<file path="src/rtl/gpio_port_pkg.sv">
`timescale 1ns/1ps
package gpio_port_pkg;
  localparam int ADDR_W        = 8;
  localparam int DATA_W        = 32;
  localparam int NIB_W         = 4;
  localparam int HALF_W        = DATA_W / 2;
  localparam int PINS_PER_WORD = DATA_W / NIB_W;

  localparam logic [ADDR_W-1:0] OFS_CFG_LO = 8'h00;
  localparam logic [ADDR_W-1:0] OFS_CFG_HI = 8'h04;
  localparam logic [ADDR_W-1:0] OFS_IN     = 8'h08;
  localparam logic [ADDR_W-1:0] OFS_OUT    = 8'h0C;
  localparam logic [ADDR_W-1:0] OFS_SETCLR = 8'h10;
  localparam logic [ADDR_W-1:0] OFS_CLR    = 8'h14;

  localparam logic [NIB_W-1:0] CFG_RESET_NIB = 4'h4;
endpackage

</file>
<file path="src/rtl/gpio_in_sync.sv">
`timescale 1ns/1ps
module gpio_in_sync #(
  parameter int NPINS  = 16,
  parameter int STAGES = 2
) (
  input  logic             clk,
  input  logic             rst,
  input  logic [NPINS-1:0] pin_in,
  output logic [NPINS-1:0] pin_sync
);
  logic [NPINS-1:0] stage_q [STAGES];

  always_ff @(posedge clk) begin
    if (rst) begin
      for (int i = 0; i < STAGES; i++) stage_q[i] <= '0;
    end else begin
      stage_q[0] <= pin_in;
      for (int i = 1; i < STAGES; i++) stage_q[i] <= stage_q[i-1];
    end
  end

  assign pin_sync = stage_q[STAGES-1];

  // checker: count edges since reset before trusting history
  logic [1:0] warm_q;
  always_ff @(posedge clk) begin
    if (rst) warm_q <= '0;
    else if (warm_q != 2'd3) warm_q <= warm_q + 2'd1;
  end

  generate
    if (STAGES == 2) begin : g_chk2
      AST_SYNC_LATENCY: assert property (@(posedge clk) disable iff (rst)
        (warm_q == 2'd3) |-> (pin_sync == $past(pin_in, 2))) else $error("sync latency");
    end
  endgenerate
endmodule

</file>
<file path="src/rtl/gpio_cfg_bank.sv">
`timescale 1ns/1ps
module gpio_cfg_bank
  import gpio_port_pkg::*;
#(
  parameter int NPINS = 16
) (
  input  logic                        clk,
  input  logic                        rst,
  input  logic [(NPINS+PINS_PER_WORD-1)/PINS_PER_WORD-1:0] wr_sel,
  input  logic [DATA_W-1:0]           wdata,
  output logic [((NPINS+PINS_PER_WORD-1)/PINS_PER_WORD)*DATA_W-1:0] cfg_flat,
  output logic [NPINS-1:0]            pin_drive
);
  localparam int NWORDS = (NPINS + PINS_PER_WORD - 1) / PINS_PER_WORD;
  localparam logic [DATA_W-1:0] WORD_RESET = {PINS_PER_WORD{CFG_RESET_NIB}};

  logic [DATA_W-1:0] cfg_q [NWORDS];

  generate
    for (genvar w = 0; w < NWORDS; w++) begin : g_word
      always_ff @(posedge clk) begin
        if (rst)            cfg_q[w] <= WORD_RESET;
        else if (wr_sel[w]) cfg_q[w] <= wdata;
      end
      assign cfg_flat[w*DATA_W +: DATA_W] = cfg_q[w];
    end
    for (genvar p = 0; p < NPINS; p++) begin : g_pin
      assign pin_drive[p] = |cfg_q[p / PINS_PER_WORD][NIB_W*(p % PINS_PER_WORD) +: 2];
    end
  endgenerate

  AST_CFG_RESET: assert property (@(posedge clk) disable iff (rst)
    $past(rst) |-> (cfg_flat == {NWORDS{WORD_RESET}})) else $error("cfg reset");
  AST_CFG_ONE_WRITE: assert property (@(posedge clk) disable iff (rst)
    $onehot0(wr_sel)) else $error("cfg select");
  AST_CFG_WRITE_LANDS: assert property (@(posedge clk) disable iff (rst)
    wr_sel[0] |=> (cfg_flat[DATA_W-1:0] == $past(wdata))) else $error("cfg write");
endmodule

</file>
<file path="src/rtl/gpio_out_latch.sv">
`timescale 1ns/1ps
module gpio_out_latch
  import gpio_port_pkg::*;
#(
  parameter int NPINS = 16
) (
  input  logic              clk,
  input  logic              rst,
  input  logic              ld_all,
  input  logic              ld_setclr,
  input  logic              ld_clr,
  input  logic [DATA_W-1:0] wdata,
  output logic [NPINS-1:0]  out_q
);
  logic [NPINS-1:0] set_bits, clr_bits, lo_bits, out_d;

  assign lo_bits  = wdata[NPINS-1:0];
  assign set_bits = ld_setclr ? lo_bits : '0;
  assign clr_bits = ld_setclr ? wdata[HALF_W +: NPINS] : (ld_clr ? lo_bits : '0);

  always_comb begin
    if (ld_all) out_d = lo_bits;
    else        out_d = (out_q & ~clr_bits) | set_bits;
  end

  always_ff @(posedge clk) begin
    if (rst) out_q <= '0;
    else     out_q <= out_d;
  end

  AST_SET_WINS: assert property (@(posedge clk) disable iff (rst)
    ld_setclr |=> ((out_q & $past(lo_bits)) == $past(lo_bits))) else $error("set lost");
  AST_SETCLR_CLEARS: assert property (@(posedge clk) disable iff (rst)
    ld_setclr |=> ((out_q & $past(wdata[HALF_W +: NPINS] & ~lo_bits)) == '0)) else $error("clr lost");
  AST_CLR_ONLY: assert property (@(posedge clk) disable iff (rst)
    (ld_clr && !ld_all && !ld_setclr) |=> ((out_q & $past(lo_bits)) == '0)) else $error("clr-only");
  AST_OUT_HOLD: assert property (@(posedge clk) disable iff (rst)
    !(ld_all || ld_setclr || ld_clr) |=> $stable(out_q)) else $error("out moved");
  AST_ONE_LOAD: assert property (@(posedge clk) disable iff (rst)
    $countones({ld_all, ld_setclr, ld_clr}) <= 1) else $error("load overlap");
endmodule

</file>
<file path="src/rtl/gpio_port.sv">
`timescale 1ns/1ps
module gpio_port
  import gpio_port_pkg::*;
#(
  parameter int NPINS = 16
) (
  input  logic              clk,
  input  logic              rst,
  input  logic [ADDR_W-1:0] bus_addr,
  input  logic              bus_we,
  input  logic [DATA_W-1:0] bus_wdata,
  output logic [DATA_W-1:0] bus_rdata,
  input  logic [NPINS-1:0]  pin_in,
  output logic [NPINS-1:0]  pin_out,
  output logic [NPINS-1:0]  pin_oe
);
  localparam int NWORDS = (NPINS + PINS_PER_WORD - 1) / PINS_PER_WORD;

  logic [NWORDS-1:0]        cfg_sel;
  logic [NWORDS*DATA_W-1:0] cfg_flat;
  logic [NPINS-1:0]         pin_sync;
  logic [NPINS-1:0]         out_q;
  logic [DATA_W-1:0]        rd_next;

  generate
    for (genvar w = 0; w < NWORDS; w++) begin : g_dec
      localparam logic [ADDR_W-1:0] CFG_ADDR = ADDR_W'(OFS_CFG_LO + 4 * w);
      assign cfg_sel[w] = bus_we && (bus_addr == CFG_ADDR);
    end
  endgenerate

  gpio_in_sync #(.NPINS(NPINS), .STAGES(2)) u_sync (
    .clk(clk), .rst(rst), .pin_in(pin_in), .pin_sync(pin_sync)
  );

  gpio_cfg_bank #(.NPINS(NPINS)) u_cfg (
    .clk(clk), .rst(rst), .wr_sel(cfg_sel), .wdata(bus_wdata),
    .cfg_flat(cfg_flat), .pin_drive(pin_oe)
  );

  gpio_out_latch #(.NPINS(NPINS)) u_out (
    .clk(clk), .rst(rst),
    .ld_all   (bus_we && (bus_addr == OFS_OUT)),
    .ld_setclr(bus_we && (bus_addr == OFS_SETCLR)),
    .ld_clr   (bus_we && (bus_addr == OFS_CLR)),
    .wdata(bus_wdata), .out_q(out_q)
  );

  assign pin_out = out_q;

  always_comb begin
    rd_next = '0;
    for (int w = 0; w < NWORDS; w++) begin
      if (bus_addr == ADDR_W'(OFS_CFG_LO + 4 * w)) rd_next = cfg_flat[w*DATA_W +: DATA_W];
    end
    if (bus_addr == OFS_IN)  rd_next[NPINS-1:0] = pin_sync;
    if (bus_addr == OFS_OUT) rd_next[NPINS-1:0] = out_q;
  end

  always_ff @(posedge clk) begin
    if (rst) bus_rdata <= '0;
    else     bus_rdata <= rd_next;
  end

  AST_WO_READ_ZERO: assert property (@(posedge clk) disable iff (rst)
    ((bus_addr == OFS_SETCLR) || (bus_addr == OFS_CLR)) |=> (bus_rdata == '0)) else $error("wo read");
  AST_OUT_READBACK: assert property (@(posedge clk) disable iff (rst)
    (bus_addr == OFS_OUT && !bus_we) |=> (bus_rdata == DATA_W'($past(pin_out)))) else $error("out readback");
  AST_OE_RESET: assert property (@(posedge clk) disable iff (rst)
    $past(rst) |-> (pin_oe == '0 && pin_out == '0)) else $error("pins reset");
endmodule

</file>
<file path="config.mk">
export PLATFORM = sky130hd
export DESIGN_NAME = gpio_port
export DESIGN_NICKNAME = d
export VERILOG_FILES = /design/src/rtl/gpio_port_pkg.sv /design/src/rtl/gpio_in_sync.sv /design/src/rtl/gpio_cfg_bank.sv /design/src/rtl/gpio_out_latch.sv /design/src/rtl/gpio_port.sv
export SDC_FILE = /design/constraint.sdc
export NUM_CORES = 1
export LEC_CHECK = 0
export ABC_CLOCK_PERIOD_IN_PS = 3000
export BUFFER_PORTS_ARGS = -buffer_cell sky130_fd_sc_hd__buf_2
export CAP_MARGIN = 40
export CORE_MARGIN = 3
export CORE_UTILIZATION = 35
export CTS_CLUSTER_SIZE = 8
export DETAILED_ROUTE_END_ITERATION = 16
export GPL_ROUTABILITY_DRIVEN = 1
export SETUP_SLACK_MARGIN = 0.1
export SYNTH_ARGS = -nofsm -noshare
export SYNTH_HDL_FRONTEND = slang
export SYNTH_HIERARCHICAL = 1
export SYNTH_SLANG_ARGS = --single-unit
</file>
<file path="constraint.sdc">
create_clock -name clk -period 3 [get_ports clk]
set_input_delay 0.3 -clock clk [delete_from_list [all_inputs] [get_ports clk]]
set_output_delay 0.3 -clock clk [all_outputs]
set_load 0.1 [all_outputs]
</file>
==> run_summary.xml <==
<?xml version="1.0" encoding="UTF-8"?>
<metrics>
  <group name="drt">
    <metric name="routed_via_density" unit="">4.82</metric>
    <metric name="amount_of_wire_on_met2_after_detailed_routing" unit="um">6760</metric>
    <metric name="drt.antenna.violating_nets" unit="">0</metric>
    <metric name="drt_first_iter_violations" unit="">275</metric>
    <metric name="wl_met1" unit="um">6190</metric>
    <metric name="drt_wl_total" unit="um">14100</metric>
    <metric name="drc" unit="">0</metric>
    <metric name="uppermost_signal_routing_layer_after_detailed_routing" unit="">met5</metric>
    <metric name="drt-pass1-iter-count" unit="">5</metric>
    <metric name="route.vias.total" unit="">3881</metric>
    <metric name="met3_length" unit="um">1020</metric>
    <metric name="wire_per_inst" unit="um">17.5</metric>
  </group>
  <group name="critical_path">
    <metric name="crit_arrival" unit="ns">2.21</metric>
    <metric name="critical_path.cell_chain" unit="">buf_2 -&gt; nor4_4 -&gt; or3b_1 -&gt; nor4b_2 -&gt; buf_4 -&gt; or3b_1</metric>
    <metric name="criticalPathCategory" unit="">in -&gt; reg</metric>
    <metric name="maximum_fanout_along_the_worst_path" unit="">16</metric>
    <metric name="critical_path.max_stage_delay" unit="ns">0.47</metric>
    <metric name="timing.critical_path.from_type" unit="">input pin</metric>
    <metric name="endpoint_kind" unit="">register</metric>
    <metric name="worst-endpoint-required" unit="ns">3.15</metric>
    <metric name="timing.critical_path.mode_cell" unit="">or3b_1</metric>
    <metric name="worst_path_max_delay_cell" unit="">or3b_1</metric>
  </group>
  <group name="die">
    <metric name="coreArea" unit="mm2">0.0167</metric>
    <metric name="fp.dieH" unit="um">137</metric>
    <metric name="chipWidth" unit="um">137</metric>
    <metric name="placement_rows" unit="">47</metric>
    <metric name="initial_util" unit="%">36.0</metric>
    <metric name="top_level_pins" unit="">123</metric>
    <metric name="area_enclosed_by_the_die_boundary" unit="mm2">0.0188</metric>
  </group>
  <group name="sta">
    <metric name="final.hold.worst_slack" unit="ns">0.0906</metric>
    <metric name="grt_setup_unrepaired" unit="">no</metric>
    <metric name="worst_relative_slew_slack" unit="%">53.9</metric>
    <metric name="finalSetupTns" unit="ns">0</metric>
    <metric name="number_of_hold_violations_in_the_final_report" unit="">0</metric>
    <metric name="worst_pin_slew" unit="ns">0.689</metric>
    <metric name="fmax" unit="MHz">486</metric>
    <metric name="number_of_endpoints_failing_setup_at_the_final_stage" unit="">0</metric>
    <metric name="fin_crit_sh" unit="%">68.6</metric>
    <metric name="layout_min_cycle_time" unit="ns">2.06</metric>
    <metric name="clock_skew" unit="ns">0.00910</metric>
    <metric name="maxSlewViolCount" unit="">0</metric>
  </group>
  <group name="grt">
    <metric name="first_pass_grt_wire_length" unit="um">21500</metric>
    <metric name="grt_usage" unit="%">15.4</metric>
    <metric name="antenna_violations_before_repair" unit="">2</metric>
    <metric name="vias_in_the_first_global_route" unit="">3816</metric>
    <metric name="grt_overflow" unit="">0</metric>
    <metric name="grt_max_degree" unit="">82</metric>
  </group>
  <group name="clock_network">
    <metric name="clock-sinks" unit="">144</metric>
    <metric name="cts.repair.resized" unit="">0</metric>
    <metric name="ctsHoldBuffers" unit="">0</metric>
    <metric name="post-cts-setup-buffer-count" unit="">0</metric>
    <metric name="clock-root-buffer" unit="">clkbuf_16</metric>
    <metric name="cts-root-to-sink-buffers" unit="">2</metric>
    <metric name="tritoncts" unit="">yes</metric>
    <metric name="cts_inserted_buffers" unit="">17</metric>
    <metric name="clk-insertion-delay-late" unit="ns">0.42</metric>
    <metric name="cts_max_level" unit="">4</metric>
    <metric name="clkSlewWorstSetupHoldPaths" unit="ns">0.06</metric>
  </group>
  <group name="flow_run">
    <metric name="drv_cap" unit="">0</metric>
  </group>
  <group name="pwr">
    <metric name="power_per_cell_area" unit="mW/mm2">625</metric>
    <metric name="power.static_leakage" unit="uW">0.00303</metric>
    <metric name="total_power" unit="uW">4570</metric>
    <metric name="vdd_ir_drop_max" unit="mV">0.387</metric>
  </group>
  <group name="finish">
    <metric name="nFillCells" unit="">1580</metric>
    <metric name="fraction_of_layout_instances_using_a_drive_strength_above_1" unit="%">38.3</metric>
    <metric name="mostFrequentLayoutCells" unit="">buf_2, dfxtp_1, edfxtp_1, and3b_1, nor2b_1</metric>
    <metric name="design.final.nets" unit="">631</metric>
    <metric name="stdcell_area" unit="mm2">0.00730</metric>
    <metric name="syn2layout_area_growth" unit="%">21.3</metric>
    <metric name="insertedDiodeCount" unit="">0</metric>
    <metric name="finalCoreUtilization" unit="%">43.7</metric>
    <metric name="mostFrequentLayoutCell" unit="">buf_2</metric>
  </group>
  <group name="logic_synthesis">
    <metric name="synth_cells" unit="">467</metric>
    <metric name="syn_avg_cell_area" unit="um2">12.9</metric>
    <metric name="ys_dominant_reg_cell" unit="">dfxtp_1</metric>
    <metric name="proportion_of_synthesized_flip_flops_having_asynchronous_set_or_reset" unit="%">0</metric>
    <metric name="synth_edf_count" unit="">64</metric>
    <metric name="synth-seq-cells" unit="">144</metric>
    <metric name="synth-seq-area-share" unit="%">58.5</metric>
    <metric name="synth_fp_nets" unit="">526</metric>
    <metric name="syn-cell-area" unit="mm2">0.00602</metric>
    <metric name="synth_cell_types" unit="">29</metric>
    <metric name="ys_warn_count" unit="">6</metric>
  </group>
  <group name="place">
    <metric name="io_buffers" unit="">122</metric>
    <metric name="detailed_place_hpwl" unit="um">9910</metric>
    <metric name="placed_cell_area" unit="mm2">0.00671</metric>
    <metric name="gp_routability_congestion" unit="">0.761</metric>
  </group>
  <group name="worst_hold_path">
    <metric name="min_path_type" unit="">in -&gt; reg</metric>
  </group>
  <group name="status">
    <metric name="run_status" unit="">complete, no violations</metric>
  </group>
</metrics>
## state kept, by name, summed over array words and instances (netlist names)
| name | flops |
|---|---|
| u_cfg/cfg_q | 64 |
| u_out/out_q | 16 |
| bus_rdata | 32 |
| u_sync/stage_q | 32 |
## synthesized netlist by cell type, types with 2 or more instances
library cell | number | area [um2]
dfxtp_1 | 80 | 1600
edfxtp_1 | 64 | 1920
and3b_1 | 48 | 420
nor2b_1 | 38 | 238
nand2_1 | 31 | 116
buf_4 | 21 | 158
nor2_1 | 21 | 78.8
or2_2 | 18 | 113
or3b_1 | 17 | 149
mux2i_1 | 16 | 160
mux4_2 | 16 | 360
nor3_1 | 16 | 80.1
a31oi_1 | 15 | 93.8
buf_2 | 12 | 60.1
a21oi_2 | 10 | 87.6
clkbuf_1 | 10 | 37.5
nor2b_4 | 10 | 138
a21oi_1 | 7 | 35.0
buf_6 | 4 | 45.0
nand3b_1 | 3 | 22.5
nor4b_1 | 2 | 17.5
## through the flow
| stage | instances | setup WS, ns |
|---|---|---|
| CTS | 805 | 0.983 |
| global route | 805 | 0.798 |
| detailed placement | 773 | 0.540 |
| floorplan | 467 | 0.375 |
| global placement | 773 | 0.578 |
| finish | 805 | 0.943 |
## cells by family after synthesis
logic type	Yosys count	synth area share, %
multiplexers	32	8.65
flip-flops	144	58.5
AO/OA/AOI/OAI	32	3.60
buffers and inverters	50	5.45
AND/OR/NAND/NOR	209	23.8
## area by class of cell
cell class              count  area [um2]  share of cell area, %
clock inverters             9        73.8                   1.01
clock buffers              23         522                   7.14
well taps                 220         275                   3.77
inverters                   1        3.75                 0.0514
multi-input cells         273        2180                   29.9
repair buffers            135         723                   9.90
flip-flops and latches    144        3520                   48.2
## critical path: cells and delay by family
| kind | cells | cell delay, ns |
|---|---|---|
| simple gates | 4 | 1.55 |
| buf+inv | 2 | 0.36 |
## path summary, 6_finish.rpt
kind / slack [ns] / from / depth (start not counted) / end
max: 0.94 / bus_addr[5] / 6 / u_cfg/cfg_q[0][14]
min: 0.09 / pin_in[7] / 2 / u_sync/stage_q[0][7]
max reg2reg: 1.84 / u_cfg/cfg_q[0][5] / 2 / bus_rdata[5]
min reg2reg: 0.43 / u_sync/stage_q[0][2] / 1 / u_sync/stage_q[0][18]
## power breakdown
part	total [uW]	internal (uW)	leakage, uW	switching, uW
logic	336	121	0.00147	215
clock network	2090	1300	0.000296	791
registers	2140	2110	0.00127	24.0
total	4570	3540	0.00303	1030
## routing by layer
layer / global-route usage [%] / vias to the layer above
li1: - / 1864
met1: 20.4 / 1858
met2: 24.1 / 137
met3: 4.82 / 18
met4: 5.10 / 4
met5: 0 / -
Power figures use the tool's default switching activity.
